<file path="config.mk">
export PLATFORM = sky130hd
export DESIGN_NAME = pwm_adc_trig_gen
export DESIGN_NICKNAME = d
export VERILOG_FILES = /design/src/rtl/adc_trig_pkg.sv /design/src/rtl/adc_trig_cmp.sv /design/src/rtl/adc_trig_start.sv /design/src/rtl/adc_trig_postscale.sv /design/src/rtl/pwm_adc_trig_gen.sv
export SDC_FILE = /design/constraint.sdc
export NUM_CORES = 1
export LEC_CHECK = 0
export ABC_CLOCK_PERIOD_IN_PS = 2800
export BUFFER_PORTS_ARGS = -buffer_cell sky130_fd_sc_hd__buf_4
export CAP_MARGIN = 30
export CORE_MARGIN = 4
export CORE_UTILIZATION = 49
export DETAILED_ROUTE_END_ITERATION = 7
export HOLD_SLACK_MARGIN = 0.03
export PLACE_DENSITY = 0.85
export SYNTH_ARGS = -nofsm -noshare
export SYNTH_HDL_FRONTEND = slang
export SYNTH_SLANG_ARGS = --single-unit
</file>
<file path="constraint.sdc">
create_clock -name clk -period 2.8 [get_ports clk]
set_input_delay 0.7 -clock clk [delete_from_list [all_inputs] [get_ports clk]]
set_output_delay 0.7 -clock clk [all_outputs]
set_load 0.02 [all_outputs]
</file>
<file path="src/rtl/adc_trig_pkg.sv">
// Shared types for the PWM ADC trigger generator.
// Assumes: nothing beyond IEEE 1800-2017.
package adc_trig_pkg;

    // How the secondary compare path reaches the outputs.
    typedef enum logic {
        TRIG_SPLIT = 1'b0,
        TRIG_MERGE = 1'b1
    } trig_route_e;

    // Number of compare channels: index 0 primary, index 1 secondary.
    localparam int unsigned N_CMP   = 2;
    localparam int unsigned CH_PRI  = 0;
    localparam int unsigned CH_SEC  = 1;

    // Registered trigger bundle driven to the ports.
    typedef struct packed {
        logic pri;
        logic sec;
        logic ilim;
    } trig_bundle_t;

endpackage

</file>
<file path="src/rtl/adc_trig_cmp.sv">
// Change-qualified equality detector.
// Flags a hit when the counter equals the compare value and differs from
// its value at the previous edge, so a parked counter does not re-fire.
// Assumes: cnt_prev is the counter registered one clock earlier.
module adc_trig_cmp #(
    parameter int unsigned CNT_W = 16
) (
    input  logic [CNT_W-1:0] cnt,
    input  logic [CNT_W-1:0] cnt_prev,
    input  logic [CNT_W-1:0] cmp_val,
    output logic             hit
);

    // Match only on the cycle the counter moves onto the compare value.
    always_comb begin
        hit = (cnt == cmp_val) && (cnt != cnt_prev);
    end

endmodule

</file>
<file path="src/rtl/adc_trig_start.sv">
// Start-delay gate: counts period boundaries after enable and reports
// armed once the programmed number has passed.
// Assumes: period_strobe is a one-cycle pulse; start_dly is quasi-static.
module adc_trig_start #(
    parameter int unsigned START_W = 6
) (
    input  logic               clk,
    input  logic               rst_n,
    input  logic               enable,
    input  logic               period_strobe,
    input  logic [START_W-1:0] start_dly,
    output logic               armed
);

    logic [START_W-1:0] seen_q;

    // Armed once the boundaries counted reach the programmed delay.
    always_comb begin
        armed = (seen_q >= start_dly);
    end

    // Count boundaries while enabled and not yet armed; clear on disable.
    always_ff @(posedge clk) begin
        if (!rst_n) begin
            seen_q <= '0;
        end else if (!enable) begin
            seen_q <= '0;
        end else if (period_strobe && !armed) begin
            seen_q <= seen_q + 1'b1;
        end
    end

endmodule

</file>
<file path="src/rtl/adc_trig_postscale.sv">
// Event postscaler: passes one event out of every ratio_sel+1.
// Assumes: evt_in is a one-cycle pulse; cleared whenever enable is low.
// A compare with >= keeps the sequence alive if ratio_sel is lowered.
module adc_trig_postscale #(
    parameter int unsigned DIV_W = 4
) (
    input  logic             clk,
    input  logic             rst_n,
    input  logic             enable,
    input  logic             evt_in,
    input  logic [DIV_W-1:0] ratio_sel,
    output logic             evt_out
);

    logic [DIV_W-1:0] tally_q;
    logic             last_of_group;

    // The event that completes a group is the one passed on.
    always_comb begin
        last_of_group = (tally_q >= ratio_sel);
        evt_out       = evt_in && last_of_group;
    end

    // Advance the tally per event, wrap at the end of a group.
    always_ff @(posedge clk) begin
        if (!rst_n) begin
            tally_q <= '0;
        end else if (!enable) begin
            tally_q <= '0;
        end else if (evt_in) begin
            tally_q <= last_of_group ? '0 : tally_q + 1'b1;
        end
    end

endmodule

</file>
<file path="src/rtl/pwm_adc_trig_gen.sv">
// PWM-synchronised ADC trigger generator (top).
// Compares the PWM time-base counter with a primary and a secondary
// value, applies a start delay and a primary postscaler, routes the
// secondary path split or merged, and adds a current-limit edge trigger.
// Assumes: all inputs synchronous to clk; outputs are registered pulses.
module pwm_adc_trig_gen
    import adc_trig_pkg::*;
#(
    parameter int unsigned CNT_W   = 16,
    parameter int unsigned DIV_W   = 4,
    parameter int unsigned START_W = 6
) (
    input  logic               clk,
    input  logic               rst_n,
    input  logic               enable,
    input  logic [CNT_W-1:0]   cnt,
    input  logic               period_strobe,
    input  logic [CNT_W-1:0]   pri_cmp,
    input  logic [CNT_W-1:0]   sec_cmp,
    input  logic [DIV_W-1:0]   div_sel,
    input  logic [START_W-1:0] start_dly,
    input  logic               dual_mode,
    input  logic               ilim_in,
    output logic               trig_pri,
    output logic               trig_sec,
    output logic               trig_ilim
);

    logic [CNT_W-1:0] cnt_prev_q;
    logic [CNT_W-1:0] cmp_vals [N_CMP];
    logic [N_CMP-1:0] cmp_hit;
    logic             armed;
    logic             pri_evt;
    logic             sec_evt;
    logic             pri_pass;
    logic             ilim_q;
    logic             ilim_rise;
    trig_route_e      route;
    trig_bundle_t     next_trig;
    trig_bundle_t     trig_q;

    // Collect compare values into a channel-indexed array.
    always_comb begin
        cmp_vals[CH_PRI] = pri_cmp;
        cmp_vals[CH_SEC] = sec_cmp;
    end

    // One change-qualified comparator per compare channel.
    for (genvar ch = 0; ch < N_CMP; ch++) begin : g_cmp
        adc_trig_cmp #(.CNT_W(CNT_W)) u_cmp (
            .cnt      (cnt),
            .cnt_prev (cnt_prev_q),
            .cmp_val  (cmp_vals[ch]),
            .hit      (cmp_hit[ch])
        );
    end

    adc_trig_start #(.START_W(START_W)) u_start (
        .clk           (clk),
        .rst_n         (rst_n),
        .enable        (enable),
        .period_strobe (period_strobe),
        .start_dly     (start_dly),
        .armed         (armed)
    );

    adc_trig_postscale #(.DIV_W(DIV_W)) u_div (
        .clk       (clk),
        .rst_n     (rst_n),
        .enable    (enable),
        .evt_in    (pri_evt),
        .ratio_sel (div_sel),
        .evt_out   (pri_pass)
    );

    // Gate compare hits with enable and arming; detect current-limit edge.
    always_comb begin
        route     = trig_route_e'(dual_mode);
        pri_evt   = enable && armed && cmp_hit[CH_PRI];
        sec_evt   = enable && armed && cmp_hit[CH_SEC];
        ilim_rise = ilim_in && !ilim_q;
        next_trig.pri  = pri_pass || ((route == TRIG_MERGE) && sec_evt);
        next_trig.sec  = (route == TRIG_SPLIT) && sec_evt;
        next_trig.ilim = ilim_rise;
    end

    // Track the previous counter value and the current-limit level.
    always_ff @(posedge clk) begin
        if (!rst_n) begin
            cnt_prev_q <= '0;
            ilim_q     <= 1'b0;
        end else begin
            cnt_prev_q <= cnt;
            ilim_q     <= ilim_in;
        end
    end

    // Register the trigger pulses.
    always_ff @(posedge clk) begin
        if (!rst_n) begin
            trig_q <= '0;
        end else begin
            trig_q <= next_trig;
        end
    end

    assign trig_pri  = trig_q.pri;
    assign trig_sec  = trig_q.sec;
    assign trig_ilim = trig_q.ilim;

endmodule

</file>
==> Yosys cells after proc, flatten, opt, wreduce, memory -nomap -nowiden <==
Cells that the tools add are included.
{ "word_totals": {"romBits": 0, "mem_bits_rw": 0, "in_bits": 64, "mem_count": 0, "latch_bits": 0, "ff_bits": 30, "wordCells": 30} }
{ "classes": {"n_addsub": 2, "shift": 0, "n_eq_ne": 3, "reduce_logical": 14, "n_mux": 1, "multipliers": 0, "n_div": 0, "bitwise": 1, "n_lt_le_gt_ge": 2} }
{ "op_table": {"columns": ["operator", "count"], "rows": [
  ["$eq A16 B16 Y1", 2],
  ["$ne A16 B16 Y1", 1],
  ["$logic_and A1 B1 Y1", 10],
  ["$add A6 B1 Y6 const B", 1],
  ["$ge A6 B6 Y1", 1],
  ["$add A4 B1 Y4 const B", 1],
  ["$ge A4 B4 Y1", 1],
  ["$mux W4", 1],
  ["$logic_not A1 Y1", 2],
  ["$reduce_and A2 Y1", 1],
  ["$logic_or A1 B1 Y1", 1],
  ["$not A1 Y1", 1]
]} }

==> Depth between registers and ports, before layout <==
Gate-level depths: netlist (run 1).
{ "logic_depth": {"word_depth": 5, "ltp_mapped": 9} }

==> Modules after synthesis <==
Synthesis (run 1) repeated with hierarchy kept, for this count alone.
{ "hier_totals": {"hier_cells": 220, "hier_area_um2": 2108.3} }
{ "modules_own_cells": {"columns": ["module", "area_each_um2", "cells_each", "seq_area_each_um2", "n_inst"], "rows": [
  ["adc_trig_cmp", 365.4, 43, 0.0, 2],
  ["pwm_adc_trig_gen", 550.5, 44, 400.4, 1],
  ["adc_trig_start", 505.5, 54, 120.1, 1],
  ["adc_trig_postscale", 321.6, 36, 80.1, 1]
]} }

==> Worst setup path after synthesis (run 1) <==
No wires, ideal clock.
{ "synth_timing": {"path_type": "input to register", "from": "input port div_sel[0]", "to": "register trig_q, in the netlist trig_pri", "t_arrival_ns": 2.056, "t_required_ns": 2.683, "cell_stages": 7, "path_buffers": 1, "setup_slack_ns": 0.627, "path_cell_list": "ha_1 -> nand2b_1 -> a2111oi_0 -> or3_1 -> buf_1 -> inv_1 -> a32o_1"} }
{ "synth_via": {"elab_chain_len": 3} }
{ "synth_lines": {"columns": ["element", "line_no", "rtl"], "rows": [
  ["from (decl)", "pwm_adc_trig_gen.sv:20", "input logic [DIV_W-1:0] div_sel,"],
  ["$ge A4 B4 Y1", "adc_trig_postscale.sv:20", "last_of_group = (tally_q >= ratio_sel);"],
  ["$logic_and A1 B1 Y1", "adc_trig_postscale.sv:21", "evt_out = evt_in && last_of_group;"],
  ["$logic_or A1 B1 Y1", "pwm_adc_trig_gen.sv:82", "next_trig.pri = pri_pass || ((route == TRIG_MERGE) && sec_evt);"],
  ["to (signal assigned)", "pwm_adc_trig_gen.sv:103", "trig_q <= next_trig;"],
  ["to (decl)", "pwm_adc_trig_gen.sv:40", "trig_bundle_t trig_q;"]
]} }
Every way passes these cells.
A chain may end at the register's enable or synchronous reset.

==> Final worst setup path (run 1) <==
{ "layout_timing": {"from": "input port start_dly[3]", "to": "register u_div.tally_q[2]"} }
{ "layout_via": {"elab_chain_len": 3} }
{ "layout_lines": {"columns": ["element", "line_no", "rtl"], "rows": [
  ["from (decl)", "pwm_adc_trig_gen.sv:21", "input logic [START_W-1:0] start_dly,"],
  ["$ge A6 B6 Y1", "adc_trig_start.sv:19", "armed = (seen_q >= start_dly);"],
  ["$logic_and A1 B1 Y1 (2 in series)", "pwm_adc_trig_gen.sv:79", "pri_evt = enable && armed && cmp_hit[CH_PRI];"],
  ["to (signal assigned)", "adc_trig_postscale.sv:31", "tally_q <= last_of_group ? '0 : tally_q + 1'b1;"],
  ["to (decl)", "adc_trig_postscale.sv:15", "logic [DIV_W-1:0] tally_q;"]
]} }
Every way passes these cells.

==> key figures, run 1 <==
Die
  – Die Area: 0.00473 mm^2
  – Die width: 68.8 um
  – Top Ports: 67
  – Core footprint: 0.00344 mm^2
  – Row count: 21
  – Height of the die: 68.8 um
  – Initial Utilization: 52.6%

Timing
  – Final min period: 2.18 ns
  – Part of the cycle the worst path needs: 78.0%
  – Unrepaired setup endpoints after global routing: false
  – Max Freq: 0.458 GHz
  – Slew headroom: 66.9%
  – Worst slew pin tran: 0.493 ns
  – Worst Clk Skew: 0.00627 ns
  – Setup total negative slack: 0 ns
  – Setup violations, final: 0
  – Max Transition Viols Final: 0
  – Fin. Hold Viols: 0

Finish
  – Layout cells sized above 1: 30.3%
  – Layout area overhead: 34.3%
  – Post-layout util: 70.6%
  – Final net count: 340
  – Ant diodes: 0
  – Post-route cell area: 0.00243 mm^2

Routing
  – Drt first pass iters: 4
  – 1st-iter DRT viols: 71
  – Total routed wirelength: 4000 um
  – Vias per cell: 5.02
  – Avg WL per Cell: 12.9 um
  – Vias after detailed routing: 1,556
  – Antenna viol nets, final: 0
  – DRC: 0

Setup path
  – Worst Path Buf+Inv: 2
  – RR Startpoint: u_start.seen_q[0]
  – Crit path top cell by count: a21oi_1
  – Reg2reg end: u_div.tally_q[2]
  – Crit path cell chain: buf_4 -> inv_1 -> ha_1 -> a21oi_1 -> o21ai_1 -> a21oi_1 -> nor4_4 -> nand4b_1 -> a31oi_1
  – CP peak stage delay: 0.54 ns
  – Crit path from: start_dly[3]
  – Slowest stage cell, crit path: nor4_4
  – Startpoint types: input port
  – R2R Setup Slk: 0.73 ns
  – Critical path data arrival time: 2.39 ns
  – Nature of the critical path endpoint: flop
  – R2R cell count: 8
  – Critical path class: input port to flop
  – Req. time, crit path: 3.00 ns
  – Critical Path Fanout Max: 9
  – CP top delay family: simple AND/OR/NAND/NOR gates

Clock tree
  – Num CTS Buffers: 5
  – Post-CTS sizing: 0
  – TritonCTS clock tree: done
  – Max H-tree Level: 2
  – Clock sink count: 30
  – Clock Tree Root: clkbuf_8
  – Setup repair bufs after CTS: 0
  – Reg clk slew, reported paths: 0.06 ns
  – Hold_buf cts: 0
  – Bufs on Longest Clock Path: 2
  – Clk_lat worst skew: 0.28 ns

Global route
  – Pin count of the biggest net entering global routing: 20
  – Vias in the first global route: 1,401
  – Total Routing Usage GR: 17.6%
  – Antenna violations before repair: 0
  – Gr ovfl total: 0
  – First-pass GRT wire length: 6050 um

Synth
  – Top cell type by total area after synthesis: dfxtp_1
  – Register area share after synthesis: 33.2%
  – Synth Cell Area: 0.00181 mm^2
  – Mapped Cells: 194
  – Yosys reg bits: 30
  – Post-synth top area share: 33.2%
  – Syn_nets: 270
  – Ranking of synthesized cells by area: dfxtp_1 33%, xor2_1 15%, xnor2_1 11%
  – Synth Warn #: 0
  – Synth unique cells: 32
  – Synth Area per Inst: 9.33 um^2

Outcome
  – Status: complete, no violations

Place
  – Placed cell areas: 0.00235 mm^2
  – RD Place Congestion: 0.724
  – Post-DP HPWL: 3330 um
  – # port buffers: 66

Min path
  – Min-Delay Path Depth: 1
  – Hold path startpoint: ilim_q
  – WHS Endpoint: trig_ilim
  – Hold crit path type: flop to flop

Power and ir drop
  – VDD IR max: 0.282 mV
  – PD cells: 396 mW/mm^2
  – Total power draw: 963 uW
  – Lkg Pwr: 1.09 nW

Run
  – Max capacitance violation total: 0
## kinds of logic after synthesis
| family | Yosys count | share of synthesized area, % |
|---|---|---|
| and+or+nand+nor | 69 | 24.2 |
| xor gates and xnor gates | 53 | 25.6 |
| DFF | 30 | 33.2 |
| buffers and inverters | 16 | 3.32 |
| AOI/OAI and AO/OA | 13 | 4.84 |
| adders and majority gates | 12 | 8.29 |
| muxes | 1 | 0.553 |
## stage by stage
stage | hold WS, ns | std cells | setup WS (ns)
finish | 0.392 | 310 | 0.616
global route | 0.390 | 310 | 0.458
CTS | 0.390 | 310 | 0.635
detailed placement | 0.379 | 303 | 0.354
global placement | 0.370 | 303 | 0.434
floorplan | 0.367 | 194 | 0.627
## metal layers
metal / global-route usage, % / wire length [um] / vias up
met5: 0 / 0 / -
met4: 6.57 / 20 / 0
met3: 4.05 / 203 / 2
met2: 28.7 / 2080 / 39
met1: 22.4 / 1690 / 726
li1: - / - / 789
## placed cells by master (no fill, tap or decap), types with 2 or more instances in the layout
cell type,n
a21oi_1,6
and2_1,16
buf_4,66
clkbuf_8,5
clkinv_2,2
dfxtp_1,30
ha_1,12
inv_1,13
nand2_1,5
nand2b_1,5
nand3_1,5
nand4_1,10
nor2_1,10
nor3_1,3
nor4_1,4
nor4_2,3
nor4_4,2
xnor2_1,22
xor2_1,31
## cell usage after synthesis, drive strengths merged
cell,instances
xor2,31
dfxtp,30
xnor2,22
and2,17
inv,13
ha,12
nand4,10
nor2,10
nor4,9
a21oi,6
nand2,5
nand2b,5
nand3,5
nor3,3
clkbuf,2
a2111oi,1
a211oi,1
a21o,1
a31oi,1
a32o,1
and3,1
buf,1
mux2i,1
nand3b,1
nand4b,1
nor2b,1
o21a,1
o21ai,1
or3,1
## sequential cells by signal, indices dropped and copies added, names as in the netlist
name            flops
cnt_prev_q         16
ilim_q              1
trig_ilim           1
trig_pri            1
trig_sec            1
u_div.tally_q       4
u_start.seen_q      6
## worst register-to-register path, delay by kind of cell, from the launching register on
| family | cells | cell delay, ns |
|---|---|---|
| adders and majority gates | 1 | 0.26 |
| DFF | 1 | 0.41 |
| AOI/OAI and AO/OA | 3 | 0.46 |
| buffers and inverters | 1 | 0.07 |
| and+or+nand+nor | 3 | 0.79 |
## area by class of cell
| type | instances | area [um^2] |
|---|---|---|
| multi-input cells | 148 | 1150 |
| fillers | 281 | 1010 |
| flip-flops and latches | 30 | 601 |
| repair buffers | 66 | 495 |
| clock buffers | 5 | 68.8 |
| well taps | 46 | 57.6 |
| inverters | 13 | 48.8 |
| clock inverters | 2 | 10.0 |
## worst max-delay path by stage
stage / slack [ns] / cells after the start / to
2_1_floorplan: 0.63 / 7 / trig_pri
3_3_place_gp: 0.43 / 9 / u_div.tally_q[2]
3_5_place_dp: 0.35 / 9 / u_div.tally_q[2]
4_1_cts: 0.64 / 9 / u_div.tally_q[2]
5_1_grt: 0.46 / 9 / u_div.tally_q[2]
6_report: 0.62 / 9 / u_div.tally_q[2]
## power breakdown
group / switching (mW) / total, mW / internal (mW)
Clock: 0.150 / 0.316 / 0.166
Combinational: 0.0847 / 0.198 / 0.114
Sequential: 0.00704 / 0.449 / 0.442
(Power assumes the default switching activity.)
==> run 2: changes to the inputs <==
Settings changed: ABC_CLOCK_PERIOD_IN_PS 2800 to 1900, CORE_UTILIZATION 49 to 44, PLACE_DENSITY 0.85 to 0.81.
Clock period 2.8 ns to 1.9 ns, I/O delays scaled along.
==> key figures, run 2 (synthesized netlist as in run 1, its figures left out) <==
Global route
  – First-pass GRT wire length: 6730 um
  – Antenna violations before repair: 0
  – Pin count of the biggest net entering global routing: 20
  – Total Routing Usage GR: 16.6%
  – Vias in the first global route: 1,533
  – Gr ovfl total: 0

Timing
  – Max Transition Viols Final: 0
  – Worst Clk Skew: 0.00669 ns
  – Worst slew pin tran: 0.420 ns
  – Final min period: 1.79 ns
  – Unrepaired setup endpoints after global routing: false
  – Fin. Hold Viols: 0
  – Setup violations, final: 0
  – Max Freq: 0.559 GHz
  – Part of the cycle the worst path needs: 94.2%
  – Slew headroom: 71.7%

Run
  – Max capacitance violation total: 0

Min path
  – WHS Endpoint: trig_sec
  – Hold crit path type: input port to flop
  – Hold path startpoint: dual_mode
  – Min-Delay Path Depth: 2

Setup path
  – Slowest stage cell, crit path: nor4_2
  – Critical Path Fanout Max: 4
  – Startpoint types: input port
  – R2R cell count: 8
  – Crit path top cell by count: nor4_2
  – Req. time, crit path: 2.12 ns
  – CP peak stage delay: 0.44 ns
  – R2R Setup Slk: 0.16 ns
  – Crit path cell chain: buf_4 -> xor2_1 -> nor4_2 -> nand4_1 -> nor4_2 -> nand3_1 -> a21oi_1
  – Critical path class: input port to flop
  – Reg2reg end: u_div.tally_q[3]
  – Critical path data arrival time: 2.01 ns
  – RR Startpoint: u_div.tally_q[0]
  – Nature of the critical path endpoint: flop

Power and ir drop
  – Total power draw: 1.50 mW
  – Share of total power in the clock network: 34.9%
  – Internal power: 1.13 mW
  – Sw Share: 24.8%
  – Register share of total power: 43.9%
  – Switching Power: 373 uW
  – Lkg Pwr: 1.18 nW
  – Comb power frac: 21.2%
  – VDD IR max: 0.289 mV
  – PD cells: 575 mW/mm^2

Die
  – Die width: 72.1 um
  – Row count: 23
  – Die Area: 0.00520 mm^2
  – Height of the die: 72.1 um
  – Top Ports: 67
  – Initial Utilization: 45.3%
  – Core footprint: 0.00400 mm^2

Clock tree
  – Clock sink count: 30
  – TritonCTS clock tree: done
  – Hold_buf cts: 0
  – Reg clk slew, reported paths: 0.07 ns
  – Bufs on Longest Clock Path: 2
  – Clock Tree Root: clkbuf_8
  – Clk_lat worst skew: 0.28 ns
  – Num CTS Buffers: 5
  – Max H-tree Level: 2

Finish
  – Layout cells sized above 1: 36.6%
  – Max reg flops: 16
  – Final net count: 359
  – Layout area overhead: 44.5%
  – Finished Layout Cells: 334
  – Biggest regs: cnt_prev_q (16), u_start.seen_q (6), u_div.tally_q (4)
  – Fill count: 359
  – Commonest non-fill, non-tap cells in the layout: 84 x buf_4, 31 x xor2_1, 29 x dfxtp_1, 22 x xnor2_1, 16 x and2_1
  – Ant diodes: 0
  – Biggest register: cnt_prev_q
  – Commonest non-fill, non-tap cell in the layout: buf_4

Place
  – # port buffers: 66
  – Post-placement cell count: 324
  – Post-DP HPWL: 3510 um
  – RD Place Congestion: 0.772

Routing
  – Avg WL per Cell: 12.4 um
  – Vias after detailed routing: 1,595
  – DRC: 0
  – Total routed wirelength: 4130 um
  – 1st-iter DRT viols: 109
  – Vias per cell: 4.78
  – Drt first pass iters: 4
  – Antenna viol nets, final: 0

Outcome
  – Status: complete, no violations
[run 2: layout make-up]
cell class / count / area [um^2] / share of cell area (%)
clock buffers: 7 / 86.3 / 3.30
clock inverters: 1 / 5.00 / 0.191
inverters: 13 / 48.8 / 1.87
multi-input cells: 149 / 1180 / 45.1
flip-flops and latches: 30 / 602 / 23.0
well taps: 50 / 62.6 / 2.39
repair buffers: 84 / 631 / 24.1
[run 2: power groups by stage]
stage | sequential, mW | clock [mW] | combinational (mW)
after detailed placement | 0.675 | 0 | 0.318
after global routing | 0.662 | 0.570 | 0.352
after global placement | 0.673 | 0 | 0.310
final | 0.660 | 0.525 | 0.319
after floorplan | 0.675 | 0 | 0.137
after CTS | 0.661 | 0.543 | 0.320
[run 2: worst max-delay path, delay by kind of cell]
| family | cells | cell delay (ns) |
|---|---|---|
| AOI/OAI and AO/OA | 1 | 0.15 |
| xor gates and xnor gates | 1 | 0.16 |
| and+or+nand+nor | 4 | 1.11 |
| buffers and inverters | 1 | 0.11 |
[run 2: repair_timing]
| item | in CTS | in global routing |
|---|---|---|
| setup endpoints to repair | 1 | 5 |
| gates cloned | 0 | 1 |
| resized for setup | 1 | 5 |
| setup buffers | 1 | 0 |
| pin swaps | 1 | 3 |
[run 2: metrics by stage]
step	hold WS (ns)	TNS [ns]	utilization (%)	area, um^2	setup WS, ns
5_1_grt	0.361	0	65.4	2620	0.00897
3_5_place_dp	0.384	-1.23	62.1	2480	-0.234
2_1_floorplan	0.367	0	-	1810	0.0242
6_report	0.361	0	65.4	2620	0.110
3_3_place_gp	0.371	-0.666	62.1	2480	-0.123
4_1_cts	0.353	0	64.6	2580	0.0197
[run 2: worst max-delay path by stage]
| stage | cells after the start | end | start |
|---|---|---|---|
| global route | 7 | u_div.tally_q[0] | pri_cmp[9] |
| floorplan | 7 | u_start.seen_q[5] | start_dly[0] |
| finish | 7 | u_div.tally_q[0] | pri_cmp[9] |
| global placement | 9 | u_div.tally_q[2] | start_dly[5] |
| detailed placement | 8 | u_div.tally_q[3] | div_sel[0] |
| CTS | 8 | u_div.tally_q[3] | u_div.tally_q[0] |
[run 2: routing by layer]
layer  global-route usage, %  vias to the layer above  wire length, um
met5                       0                        -                0
met4                    5.01                        0               46
met3                    5.54                        6              324
met2                    28.4                       52             2060
met1                    19.7                      705             1700
li1                        -                      832                -
==> run 3: changes to the inputs <==
Settings changed: ABC_CLOCK_PERIOD_IN_PS 1900 to 1500, PLACE_DENSITY 0.81 to 0.75.
Clock period 1.9 ns to 1.5 ns, I/O delays scaled along.
==> key figures, run 3 (synthesized netlist as in run 1, its figures left out) <==
Setup path
  – Startpoint types: flop
  – RR Startpoint: u_start.seen_q[5]
  – Crit path from: u_start.seen_q[5]
  – R2R Setup Slk: -0.26 ns
  – Critical path data arrival time: 1.96 ns
  – Crit path capture: u_div.tally_q[2]
  – Nature of the critical path endpoint: flop
  – Critical Path Fanout Max: 5
  – Req. time, crit path: 1.70 ns
  – R2R cell count: 8
  – Reg2reg end: u_div.tally_q[2]
  – Critical path class: flop to flop

Finish
  – Commonest non-fill, non-tap cells in the layout: 96 x buf_4, 31 x xor2_1, 25 x dfxtp_1, 21 x xnor2_1, 16 x and2_1
  – Max reg flops: 16
  – Layout area overhead: 59.3%
  – Ant diodes: 0
  – Biggest register: cnt_prev_q
  – Finished Layout Cells: 346
  – Final net count: 372
  – Biggest regs: cnt_prev_q (16), u_start.seen_q (6), u_div.tally_q (4)
  – Layout cells sized above 1: 46.6%
  – Commonest non-fill, non-tap cell in the layout: buf_4

Timing
  – Part of the cycle the worst path needs: 117%
  – Final min period: 1.76 ns
  – Hold_ws: 0.281 ns
  – Worst Clk Skew: 0.00595 ns
  – Worst setup margin: -0.257 ns
  – Slew headroom: 75.1%
  – Fin. Hold Viols: 0
  – Max Transition Viols Final: 0
  – Max Freq: 0.569 GHz
  – Setup violations, final: 12
  – Unrepaired setup endpoints after global routing: true
  – Worst slew pin tran: 0.370 ns

Place
  – RD Place Congestion: 0.786
  – Post-DP HPWL: 3680 um
  – Post-placement cell count: 334
  – Place WS: -0.471 ns
  – # port buffers: 66

Routing
  – Drt first pass iters: 4
  – DRC: 0
  – Met3 WL post-DR: 347 um
  – Vias after detailed routing: 1,685
  – Vias per cell: 4.87
  – WL met2: 2280 um
  – Avg WL per Cell: 13.0 um
  – Antenna viol nets, final: 0
  – Total routed wirelength: 4490 um
  – 1st-iter DRT viols: 87
  – M1 wire length: 1790 um
  – Top Metal Used: met4

Global route
  – Antenna violations before repair: 0
  – Gr ovfl total: 0
  – Total Routing Usage GR: 19.1%
  – Pin count of the biggest net entering global routing: 19
  – Vias in the first global route: 1,771
  – First-pass GRT wire length: 7630 um

Clock tree
  – Reg clk slew, reported paths: 0.06 ns
  – Clock sink count: 30
  – Hold_buf cts: 0
  – Num CTS Buffers: 5
  – TritonCTS clock tree: done
  – Clock Tree Root: clkbuf_8
  – Max H-tree Level: 2
  – Bufs on Longest Clock Path: 2
  – Clk_lat worst skew: 0.28 ns

Die
  – Die width: 72.1 um
  – Die Area: 0.00520 mm^2
  – Row count: 23
  – Top Ports: 67
  – Initial Utilization: 45.3%
  – Core footprint: 0.00400 mm^2
  – Height of the die: 72.1 um

Outcome
  – Status: finished with violations
  – Failing checks: negative setup slack

Power and ir drop
  – Switching Power: 483 uW
  – Comb power frac: 24.2%
  – Total power draw: 1.89 mW
  – Internal power: 1.41 mW
  – Lkg Pwr: 1.29 nW
  – Share of total power in the clock network: 31.5%
  – Register share of total power: 44.3%
  – Sw Share: 25.6%
  – VDD IR max: 0.516 mV
  – PD cells: 655 mW/mm^2

Run
  – Max capacitance violation total: 0

Min path
  – Hold crit path type: input port to flop
run 3: stage by stage:
stage,TNS (ns),cell area [um^2],util (%)
global route,-3.45,2880,72.1
global placement,-4.18,2660,66.5
CTS,-2.22,2850,71.3
floorplan,-1.83,1900,-
detailed placement,-4.58,2660,66.5
finish,-2.27,2880,72.1
run 3: timing repair:
| action | 4_1_cts | 5_1_grt |
|---|---|---|
| setup endpoints to repair | 11 | 12 |
| gates resized for setup | 16 | 3 |
| buffers inserted | 2 | 2 |
| cloned | 1 | 0 |
| pin swaps | 11 | 4 |
run 3: worst max-delay path: stages (launching register included):
cell and delay [ns]:
dfxtp_2 0.33, ha_4 0.28, nand2_4 0.07, o21ai_4 0.21
a21oi_4 0.07, nor4_4 0.29, buf_4 0.18, nand4b_1 0.09
a31oi_1 0.16
run 3: final cells by class:
type	count	area [um^2]
clock buffers	5	68.8
clock inverters	2	10.0
fillers	317	1120
inverters	13	48.8
multi-input cells	148	1340
flip-flops and latches	30	607
well taps	50	62.6
repair buffers	98	746
run 3: power groups by stage:
stage          clock (mW)  combinational (mW)  sequential (mW)
3_5_place_dp            0               0.432            0.855
6_report            0.595               0.458            0.837
4_1_cts             0.616               0.458            0.838
3_3_place_gp            0               0.423            0.853
2_1_floorplan           0               0.193            0.856
5_1_grt             0.655               0.501            0.839
run 3: worst min-delay path by stage:
stage	start	to	slack, ns	cells past startpoint
after floorplan	ilim_q	trig_ilim	0.37	1
after global placement	ilim_q	trig_ilim	0.37	1
after detailed placement	ilim_q	trig_ilim	0.38	1
after CTS	dual_mode	trig_sec	0.26	2
after global routing	dual_mode	trig_sec	0.28	2
final	dual_mode	trig_sec	0.28	2
run 3: metal layers:
| layer | global-route usage [%] | up-vias |
|---|---|---|
| li1 | - | 857 |
| met1 | 21.6 | 767 |
| met2 | 33.6 | 54 |
| met3 | 5.12 | 7 |
| met4 | 7.72 | 0 |
| met5 | 0 | - |
